`src/rtl/dwp_pkg.sv`:
```
package dwp_pkg;
  localparam int unsigned NFLAGS  = 4;
  localparam int unsigned F_PROG  = 0;
  localparam int unsigned F_SIZE  = 1;
  localparam int unsigned F_ALIGN = 2;
  localparam int unsigned F_SEQ   = 3;

  localparam logic [1:0] SZ_WORD = 2'd2;

  typedef struct packed {
    logic sec;
    logic priv;
  } rights_t;

  // placeholder check code: bytewise parity across the double-word
  function automatic logic [7:0] chk_code(input logic [63:0] d);
    logic [7:0] acc;
    acc = 8'h00;
    for (int b = 0; b < 8; b++) acc ^= d[8*b +: 8];
    return acc;
  endfunction
endpackage

```
`src/rtl/dwp_rules.sv`:
```
module dwp_rules
  import dwp_pkg::*;
#(
  parameter int DEPTH   = 32,
  parameter int PAGE_DW = 8,
  localparam int NPAGE  = DEPTH / PAGE_DW,
  localparam int IW     = $clog2(DEPTH),
  localparam int PGW    = (NPAGE > 1) ? $clog2(NPAGE) : 1
) (
  input  logic [IW-1:0]    idx,
  input  logic             secure_en,
  input  logic [IW:0]      sec_start_idx,
  input  logic [NPAGE-1:0] priv_pages,
  output rights_t          rights
);
  logic page_priv;

  generate
    if (NPAGE > 1) begin : g_multi
      assign page_priv = priv_pages[idx[IW-1 -: PGW]];
    end else begin : g_single
      assign page_priv = priv_pages[0];
    end
  endgenerate

  assign rights.sec  = secure_en && ({1'b0, idx} >= sec_start_idx);
  assign rights.priv = page_priv;
endmodule

```
`src/rtl/dwp_store.sv`:
```
module dwp_store #(
  parameter int DEPTH = 32,
  parameter int WIDTH = 72,
  localparam int IW   = $clog2(DEPTH)
) (
  input  logic             clk,
  input  logic             we,
  input  logic [IW-1:0]    waddr,
  input  logic [WIDTH-1:0] wdata,
  input  logic [IW-1:0]    raddr,
  output logic [WIDTH-1:0] rdata
);
  logic [WIDTH-1:0] mem [DEPTH];

  always_ff @(posedge clk) begin
    if (we) mem[waddr] <= wdata;
    rdata <= mem[raddr];
  end
endmodule

```
`src/rtl/dwp_eraser.sv`:
```
module dwp_eraser #(
  parameter int DEPTH = 32,
  localparam int IW   = $clog2(DEPTH)
) (
  input  logic          clk,
  input  logic          rst,
  input  logic          go,
  output logic          active,
  output logic          clr_en,
  output logic [IW-1:0] clr_idx
);
  logic [IW-1:0] cnt_q;
  logic          act_q;

  always_ff @(posedge clk) begin
    if (rst) begin
      act_q <= 1'b0;
      cnt_q <= '0;
    end else if (act_q) begin
      cnt_q <= cnt_q + 1'b1;
      if (cnt_q == IW'(DEPTH - 1)) act_q <= 1'b0;
    end else if (go) begin
      act_q <= 1'b1;
      cnt_q <= '0;
    end
  end

  assign active  = act_q;
  assign clr_en  = act_q;
  assign clr_idx = cnt_q;

  a_r10_erase_starts_clean: assert property (@(posedge clk) disable iff (rst)
    (go && !act_q) |=> (act_q && cnt_q == '0));
endmodule

```
`src/rtl/dwp_ctrl.sv`:
```
module dwp_ctrl
  import dwp_pkg::*;
#(
  parameter int DEPTH   = 32,
  parameter int PAGE_DW = 8,
  localparam int NPAGE  = DEPTH / PAGE_DW,
  localparam int IW     = $clog2(DEPTH),
  localparam int AW     = IW + 3
) (
  input  logic             clk,
  input  logic             rst,
  input  logic             wr_valid,
  input  logic [AW-1:0]    wr_addr,
  input  logic [31:0]      wr_data,
  input  logic [1:0]       wr_size,
  input  logic             wr_req_sec,
  input  logic             wr_req_priv,
  input  logic             cfg_pgm_en,
  input  logic             cfg_mass_erase,
  input  logic             start_strobe,
  input  logic             pe_suspend,
  input  logic             secure_en,
  input  logic [IW:0]      sec_start_idx,
  input  logic [NPAGE-1:0] priv_pages,
  input  logic [NFLAGS-1:0] err_clr,
  input  logic [IW-1:0]    rd_idx,
  output logic [63:0]      rd_dword,
  output logic [7:0]       rd_check,
  output logic             busy,
  output logic [NFLAGS-1:0] err_flags,
  output logic             illegal_evt
);
  localparam int EW = 72;

  // pair latch and status state
  logic              pending_q, stuck_q, evt_q, rd_prog_q;
  logic [31:0]       lo_q;
  logic [IW-1:0]     pidx_q;
  rights_t           prights_q;
  logic [NFLAGS-1:0] flags_q;
  logic [DEPTH-1:0]  prog_bits;

  // decoded targets
  logic [IW-1:0] w_idx;
  rights_t       w_rights, p_rights;
  logic          w_deny_sec, w_deny_priv;

  // erase engine
  logic          erasing, clr_en, erase_go;
  logic [IW-1:0] clr_idx;

  // decisions
  logic [NFLAGS-1:0] set_flags;
  logic              start_pair, commit, drop_pair, go_stuck, evt;
  logic [63:0]       pair_dw;
  logic [EW-1:0]     store_wdata, store_rdata;

  assign w_idx   = wr_addr[AW-1:3];
  assign pair_dw = {wr_data, lo_q};

  dwp_rules #(.DEPTH(DEPTH), .PAGE_DW(PAGE_DW)) u_rules_wr (
    .idx(w_idx), .secure_en(secure_en), .sec_start_idx(sec_start_idx),
    .priv_pages(priv_pages), .rights(w_rights));

  dwp_rules #(.DEPTH(DEPTH), .PAGE_DW(PAGE_DW)) u_rules_pair (
    .idx(pidx_q), .secure_en(secure_en), .sec_start_idx(sec_start_idx),
    .priv_pages(priv_pages), .rights(p_rights));

  assign w_deny_sec  = w_rights.sec && !wr_req_sec;
  assign w_deny_priv = w_rights.priv && !wr_req_priv;

  always_comb begin
    set_flags  = '0;
    start_pair = 1'b0;
    commit     = 1'b0;
    drop_pair  = 1'b0;
    go_stuck   = 1'b0;
    evt        = 1'b0;
    erase_go   = 1'b0;
    if (wr_valid && !stuck_q && !erasing && cfg_pgm_en) begin
      if (!pending_q) begin
        if (pe_suspend) begin
          start_pair = 1'b0;
        end else if (|flags_q) begin
          set_flags[F_SEQ] = 1'b1;
        end else if (wr_size != SZ_WORD) begin
          set_flags[F_SIZE] = 1'b1;
        end else if (w_deny_sec) begin
          evt = 1'b1;
        end else if (w_deny_priv) begin
          start_pair = 1'b0;
        end else if (wr_addr[2:0] != 3'b000) begin
          set_flags[F_ALIGN] = 1'b1;
        end else begin
          start_pair = 1'b1;
        end
      end else begin
        if (wr_size != SZ_WORD) begin
          set_flags[F_SIZE] = 1'b1;
          drop_pair = 1'b1;
        end else if (wr_addr != {pidx_q, 3'b100}) begin
          set_flags[F_ALIGN] = 1'b1;
          drop_pair = 1'b1;
        end else if (p_rights != prights_q) begin
          go_stuck = 1'b1;
        end else if (w_deny_sec) begin
          evt = 1'b1;
        end else if (w_deny_priv) begin
          commit = 1'b0;
        end else if (prog_bits[pidx_q] && (pair_dw != 64'd0)) begin
          set_flags[F_PROG] = 1'b1;
          drop_pair = 1'b1;
        end else begin
          commit = 1'b1;
        end
      end
    end else if (start_strobe && cfg_mass_erase && !wr_valid && !busy && !pe_suspend) begin
      if (|flags_q) set_flags[F_SEQ] = 1'b1;
      else          erase_go = 1'b1;
    end
  end

  dwp_eraser #(.DEPTH(DEPTH)) u_eraser (
    .clk(clk), .rst(rst), .go(erase_go),
    .active(erasing), .clr_en(clr_en), .clr_idx(clr_idx));

  always_ff @(posedge clk) begin
    if (rst) begin
      pending_q <= 1'b0;
      stuck_q   <= 1'b0;
      evt_q     <= 1'b0;
      lo_q      <= '0;
      pidx_q    <= '0;
      prights_q <= '0;
      flags_q   <= '0;
      prog_bits <= '0;
      rd_prog_q <= 1'b0;
    end else begin
      evt_q     <= evt;
      flags_q   <= (flags_q & ~err_clr) | set_flags;
      rd_prog_q <= prog_bits[rd_idx];
      if (go_stuck) stuck_q <= 1'b1;
      if (start_pair) begin
        pending_q <= 1'b1;
        lo_q      <= wr_data;
        pidx_q    <= w_idx;
        prights_q <= w_rights;
      end else if (commit || drop_pair || go_stuck) begin
        pending_q <= 1'b0;
      end
      if (clr_en) prog_bits[clr_idx] <= 1'b0;
      if (commit) prog_bits[pidx_q]  <= 1'b1;
    end
  end

  assign store_wdata = {chk_code(pair_dw), pair_dw};

  dwp_store #(.DEPTH(DEPTH), .WIDTH(EW)) u_store (
    .clk(clk), .we(commit), .waddr(pidx_q), .wdata(store_wdata),
    .raddr(rd_idx), .rdata(store_rdata));

  assign rd_dword    = rd_prog_q ? store_rdata[63:0]  : '1;
  assign rd_check    = rd_prog_q ? store_rdata[71:64] : '1;
  assign busy        = pending_q | stuck_q | erasing;
  assign err_flags   = flags_q;
  assign illegal_evt = evt_q;

  // lock persists and keeps busy high
  a_r8_lock_sticky: assert property (@(posedge clk) disable iff (rst)
    stuck_q |=> (stuck_q && busy));
  // entering the lock raises no flag
  a_r8_lock_silent: assert property (@(posedge clk) disable iff (rst)
    $rose(stuck_q) |-> ((err_flags & ~$past(err_flags)) == '0));
  // event only after a non-secure write in secure mode
  a_r6_evt_cause: assert property (@(posedge clk) disable iff (rst)
    illegal_evt |-> $past(wr_valid && !wr_req_sec && secure_en));
  // suspend keeps an idle block idle
  a_r11_suspend_idle: assert property (@(posedge clk) disable iff (rst)
    (pe_suspend && !busy) |=> !busy);
  // program disable keeps an idle block idle without an erase start
  a_r12_pgm_off_idle: assert property (@(posedge clk) disable iff (rst)
    (!cfg_pgm_en && !busy && !start_strobe) |=> !busy);
  // a programmed cell only ever receives zeros
  a_r3_zero_overwrite: assert property (@(posedge clk) disable iff (rst)
    (commit && prog_bits[pidx_q]) |-> (store_wdata[63:0] == 64'd0));
  // a non-word write outside an erase leaves the programmed map alone
  a_r4_size_no_commit: assert property (@(posedge clk) disable iff (rst)
    (wr_valid && wr_size != SZ_WORD && !erasing) |=> $stable(prog_bits));
endmodule

```
`config.mk`:
```
export PLATFORM = sky130hd
export DESIGN_NAME = dwp_ctrl
export DESIGN_NICKNAME = d
export VERILOG_FILES = /design/src/rtl/dwp_pkg.sv /design/src/rtl/dwp_rules.sv /design/src/rtl/dwp_store.sv /design/src/rtl/dwp_eraser.sv /design/src/rtl/dwp_ctrl.sv
export SDC_FILE = /design/constraint.sdc
export NUM_CORES = 2
export LEC_CHECK = 0
export ABC_AREA = 1
export BUFFER_PORTS_ARGS = -buffer_cell sky130_fd_sc_hd__buf_2
export CORE_MARGIN = 4
export CORE_UTILIZATION = 25
export CTS_CLUSTER_DIAMETER = 100
export DETAILED_ROUTE_END_ITERATION = 8
export PLACE_DENSITY = 0.49
export SYNTH_ARGS = -nofsm -noshare
export SYNTH_HDL_FRONTEND = slang
export SYNTH_SLANG_ARGS = --single-unit
```
`constraint.sdc`:
```
create_clock -name clk -period 8.4 [get_ports clk]
set_input_delay 1.68 -clock clk [delete_from_list [all_inputs] [get_ports clk]]
set_output_delay 1.68 -clock clk [all_outputs]
set_load 0.02 [all_outputs]
```
==> flow_summary_export.csv <==
group,metric,value,unit
status,status,"completed",
pwr,power_leakage,0.0380,uW
critical_path,required,8890,ps
critical_path,crit_path_end_kind,"register",
timing,tightest_slew,1230,ps
logic_synthesis,synth_area,96400,sq um
logic_synthesis,ys_ff_latch,2461,
logic_synthesis,synth_compound_area_share,13.1,%
floorplan,die_y,629,um
job,cap_violations,0,
route,first_pass_iters,5,
critical_path,rrSetupSlack,2740,ps
logic_synthesis,syn_nets,7725,
critical_path,crit_type,"input pin to register",
cells_and_area,nNetsFinal,7798,
cells_and_area,final_cell_mix,"edfxtp_1, nor2_1, o21ai_0",
route,ant_nets,0,
clock_tree,cts_resized,0,
logic_synthesis,synth-simple-area-share,8.44,%
placement,dp_cells,12500,
cells_and_area,drive_above_1_share,9.77,%
cells_and_area,instances_no_fill,13000,
pwr,pwr-share-seq,50.7,%
timing,fmax,166,MHz
global_route,grt_first_pass_wirelength,459,mm
placement,io_buffers,148,
pwr,p_sw,6050,uW
clock_tree,insertion_delay,860,ps
logic_synthesis,yosys.area_share.adder,0.195,%
min_path,worstHoldStart,"stuck_q",
clock_tree,htree_levels,5,
global_route,grt_pass1_vias,62300,
critical_path,critPathLaunchType,"input pin",
pwr,swShare,22.8,%
timing,setup_viol,0,
logic_synthesis,synth-edff-count,2304,
min_path,hold_path_depth,2,
global_route,grt_max_degree,191,
logic_synthesis,synth_top_area_share,71.7,%
floorplan,coreArea,383000,sq um
clock_tree,cts_tree,"done",
timing,fin_skew,67.3,ps
logic_synthesis,synth_top_area_cell,"edfxtp_1",
min_path,min_to,"stuck_q",
logic_synthesis,netlist_top_cells_area,"edfxtp_1, o21ai_0, nor2_1",
cells_and_area,final_common_cell,"edfxtp_1",
placement,dpl.hpwl,177,mm
pwr,ir_drop,0.151,mV
global_route,track_usage,15.5,%
pwr,powerDensity,236,nW/um^2
route,wirelength,321,mm
timing,layout_min_cycle_time,6010,ps
clock_tree,cts_root_buf,"clkbuf_16",
route,num_vias,64100,
clock_tree,cts_buffers,271,
logic_synthesis,synthXorXnorAreaFrac,0.527,%
clock_tree,clock_path_buffers,4,
logic_synthesis,synth.distinct_cells,38,
route,drt_iter0_markers,7023,
clock_tree,post_cts_buffers,0,
global_route,antenna_found_initial,13,
clock_tree,hold_buffers,0,
route,drc,0,
timing,finalCritPeriodShare,71.6,%
logic_synthesis,yosys_warnings,0,
pwr,cell_internal_pwr,20500,uW
floorplan,dieArea,396000,sq um
floorplan,die_x,629,um
route,met1_length,136,mm
timing,fin_tns_setup,0,ps
critical_path,path_max_fanout,31,
floorplan,initial_utilization,25.2,%
pwr,share_clk_of_total_power,43.2,%
route,highest_layer,"met5",
route,wl_per_cell,24.8,um
critical_path,rr_worst_depth,12,
critical_path,crit_arrival,6500,ps
global_route,overflow,0,
timing,finalHoldViolations,0,
route,wl_met2,156,mm
timing,rsz0062_at_grt,"no",
logic_synthesis,synthFlopType,"edfxtp_1",
critical_path,r2r_end,"u_store.mem[20][20]",
cells_and_area,syn_to_final_growth,16.5,%
floorplan,rows,227,
logic_synthesis,synth-async-reset-ratio,0,%
logic_synthesis,synth_cells,7639,
logic_synthesis,synthMuxAreaShare,0,%
logic_synthesis,postSynthAreaPerCell,12.6,sq um
min_path,min_path_type,"register to register",
cells_and_area,fill_cells,38500,
pwr,comb_power_share,6.1,%
logic_synthesis,yosysSeqAreaShare,75.0,%
placement,gp_congestion,0.820,
logic_synthesis,synth_top_family_by_area,"compound AO/OA/AOI/OAI gates",
clock_tree,clk_pin_slew,60,ps
timing,timing.slew.headroom,17.9,%
timing,final-max-slew-violation-count,0,
route,vias_per_cell,4.95,
clock_tree,clock_sinks,2461,
critical_path,reg2reg_from,"lo_q[7]",
route,route.met3.wl,19.9,mm
floorplan,ios,149,
==> cell usage after synthesis (5+ instances only) <==
cell / n
edfxtp_1: 2304
nor2_1: 1532
o21ai_0: 1464
o22ai_1: 619
nand2_1: 490
clkbuf_1: 456
dfxtp_1: 157
inv_1: 134
a21oi_1: 117
nand3_1: 65
o221ai_1: 54
buf_2: 39
buf_1: 35
o31ai_1: 31
xnor2_1: 30
xor2_1: 28
ha_1: 15
nand4_1: 12
nor3_1: 7
a31oi_1: 6
clkinv_1: 6
nor2_2: 5
==> logic make-up (layout without fill, tap and decap cells) <==
logic type,after synthesis,after routing
AO/OA/AOI/OAI,2307,2307
XOR/XNOR,58,58
adder cells (fa/ha/maj),15,15
buffers and inverters,677,949
flip-flops,2461,2461
other,0,4
AND/OR/NAND/NOR,2121,2121
==> state kept, by name, indices dropped and copies added, names as in the netlist <==
name / flops
lo_q: 32
pending_q: 1
u_eraser.active: 1
pidx_q: 5
stuck_q: 1
prog_bits: 32
prights_q: 2
illegal_evt: 1
rd_prog_q: 1
u_store.rdata: 72
u_store.mem: 2304
u_eraser.clr_idx: 5
err_flags: 4
==> layout make-up <==
cell class	count	area, sq um	share of cell area [%]
tap	5038	6300	5.61
sequential	2461	72300	64.4
antenna	4	10.0	0.00891
clock inverter	105	888	0.791
clock buffer	367	7510	6.69
inverter	143	569	0.507
timing repair buffer	334	2780	2.48
multi-input combinational	4501	21900	19.5
==> worst max-delay path by stage <==
stage	start	to	slack, ps	depth (start not counted)
2_1_floorplan	sec_start_idx[3]	u_store.mem[0][0]	1740	10
3_3_place_gp	wr_data[13]	u_store.mem[16][60]	1580	13
3_5_place_dp	wr_data[9]	u_store.mem[29][70]	1710	13
4_1_cts	wr_data[9]	u_store.mem[20][20]	2580	13
5_1_grt	wr_data[13]	u_store.mem[29][33]	2330	13
6_report	wr_data[13]	u_store.mem[20][20]	2390	13
==> metal layers <==
metal  vias to the layer above  GRT usage [%]
met5                         -              0
met4                         2           4.07
met3                       398           2.07
met2                      2415           26.3
met1                     33000           20.8
li1                      28300              -
==> critical path, cell delays in order <==
cell	delay, ps
buf_2	210
nor2_1	130
nand4_1	460
nor2_1	280
nand2_1	140
nor2_1	660
inv_1	110
nand2_1	160
nand2_1	140
nor4_4	500
nand2_1	730
nor2_4	880
buf_12	340
==> metrics by stage <==
stage	instance area (sq um)	utilization, %	worst slack [ps]	power, uW	hold WS, ps
2_1_floorplan	96400	-	1740	14600	430
6_report	112000	29.3	2390	26500	454
5_1_grt	112000	29.3	2330	27400	486
3_3_place_gp	104000	27.1	1580	15300	446
3_5_place_dp	104000	27.1	1710	15300	449
4_1_cts	112000	29.3	2580	26800	458
==> power by group through the flow <==
| stage | registers, uW | clock network (uW) | logic [uW] |
|---|---|---|---|
| after CTS | 13400 | 11700 | 1640 |
| after global placement | 13700 | 0 | 1630 |
| final | 13400 | 11500 | 1620 |
| after detailed placement | 13700 | 0 | 1640 |
| after floorplan | 13700 | 0 | 861 |
| after global routing | 13400 | 12200 | 1760 |
Power figures use the tool's default switching activity.
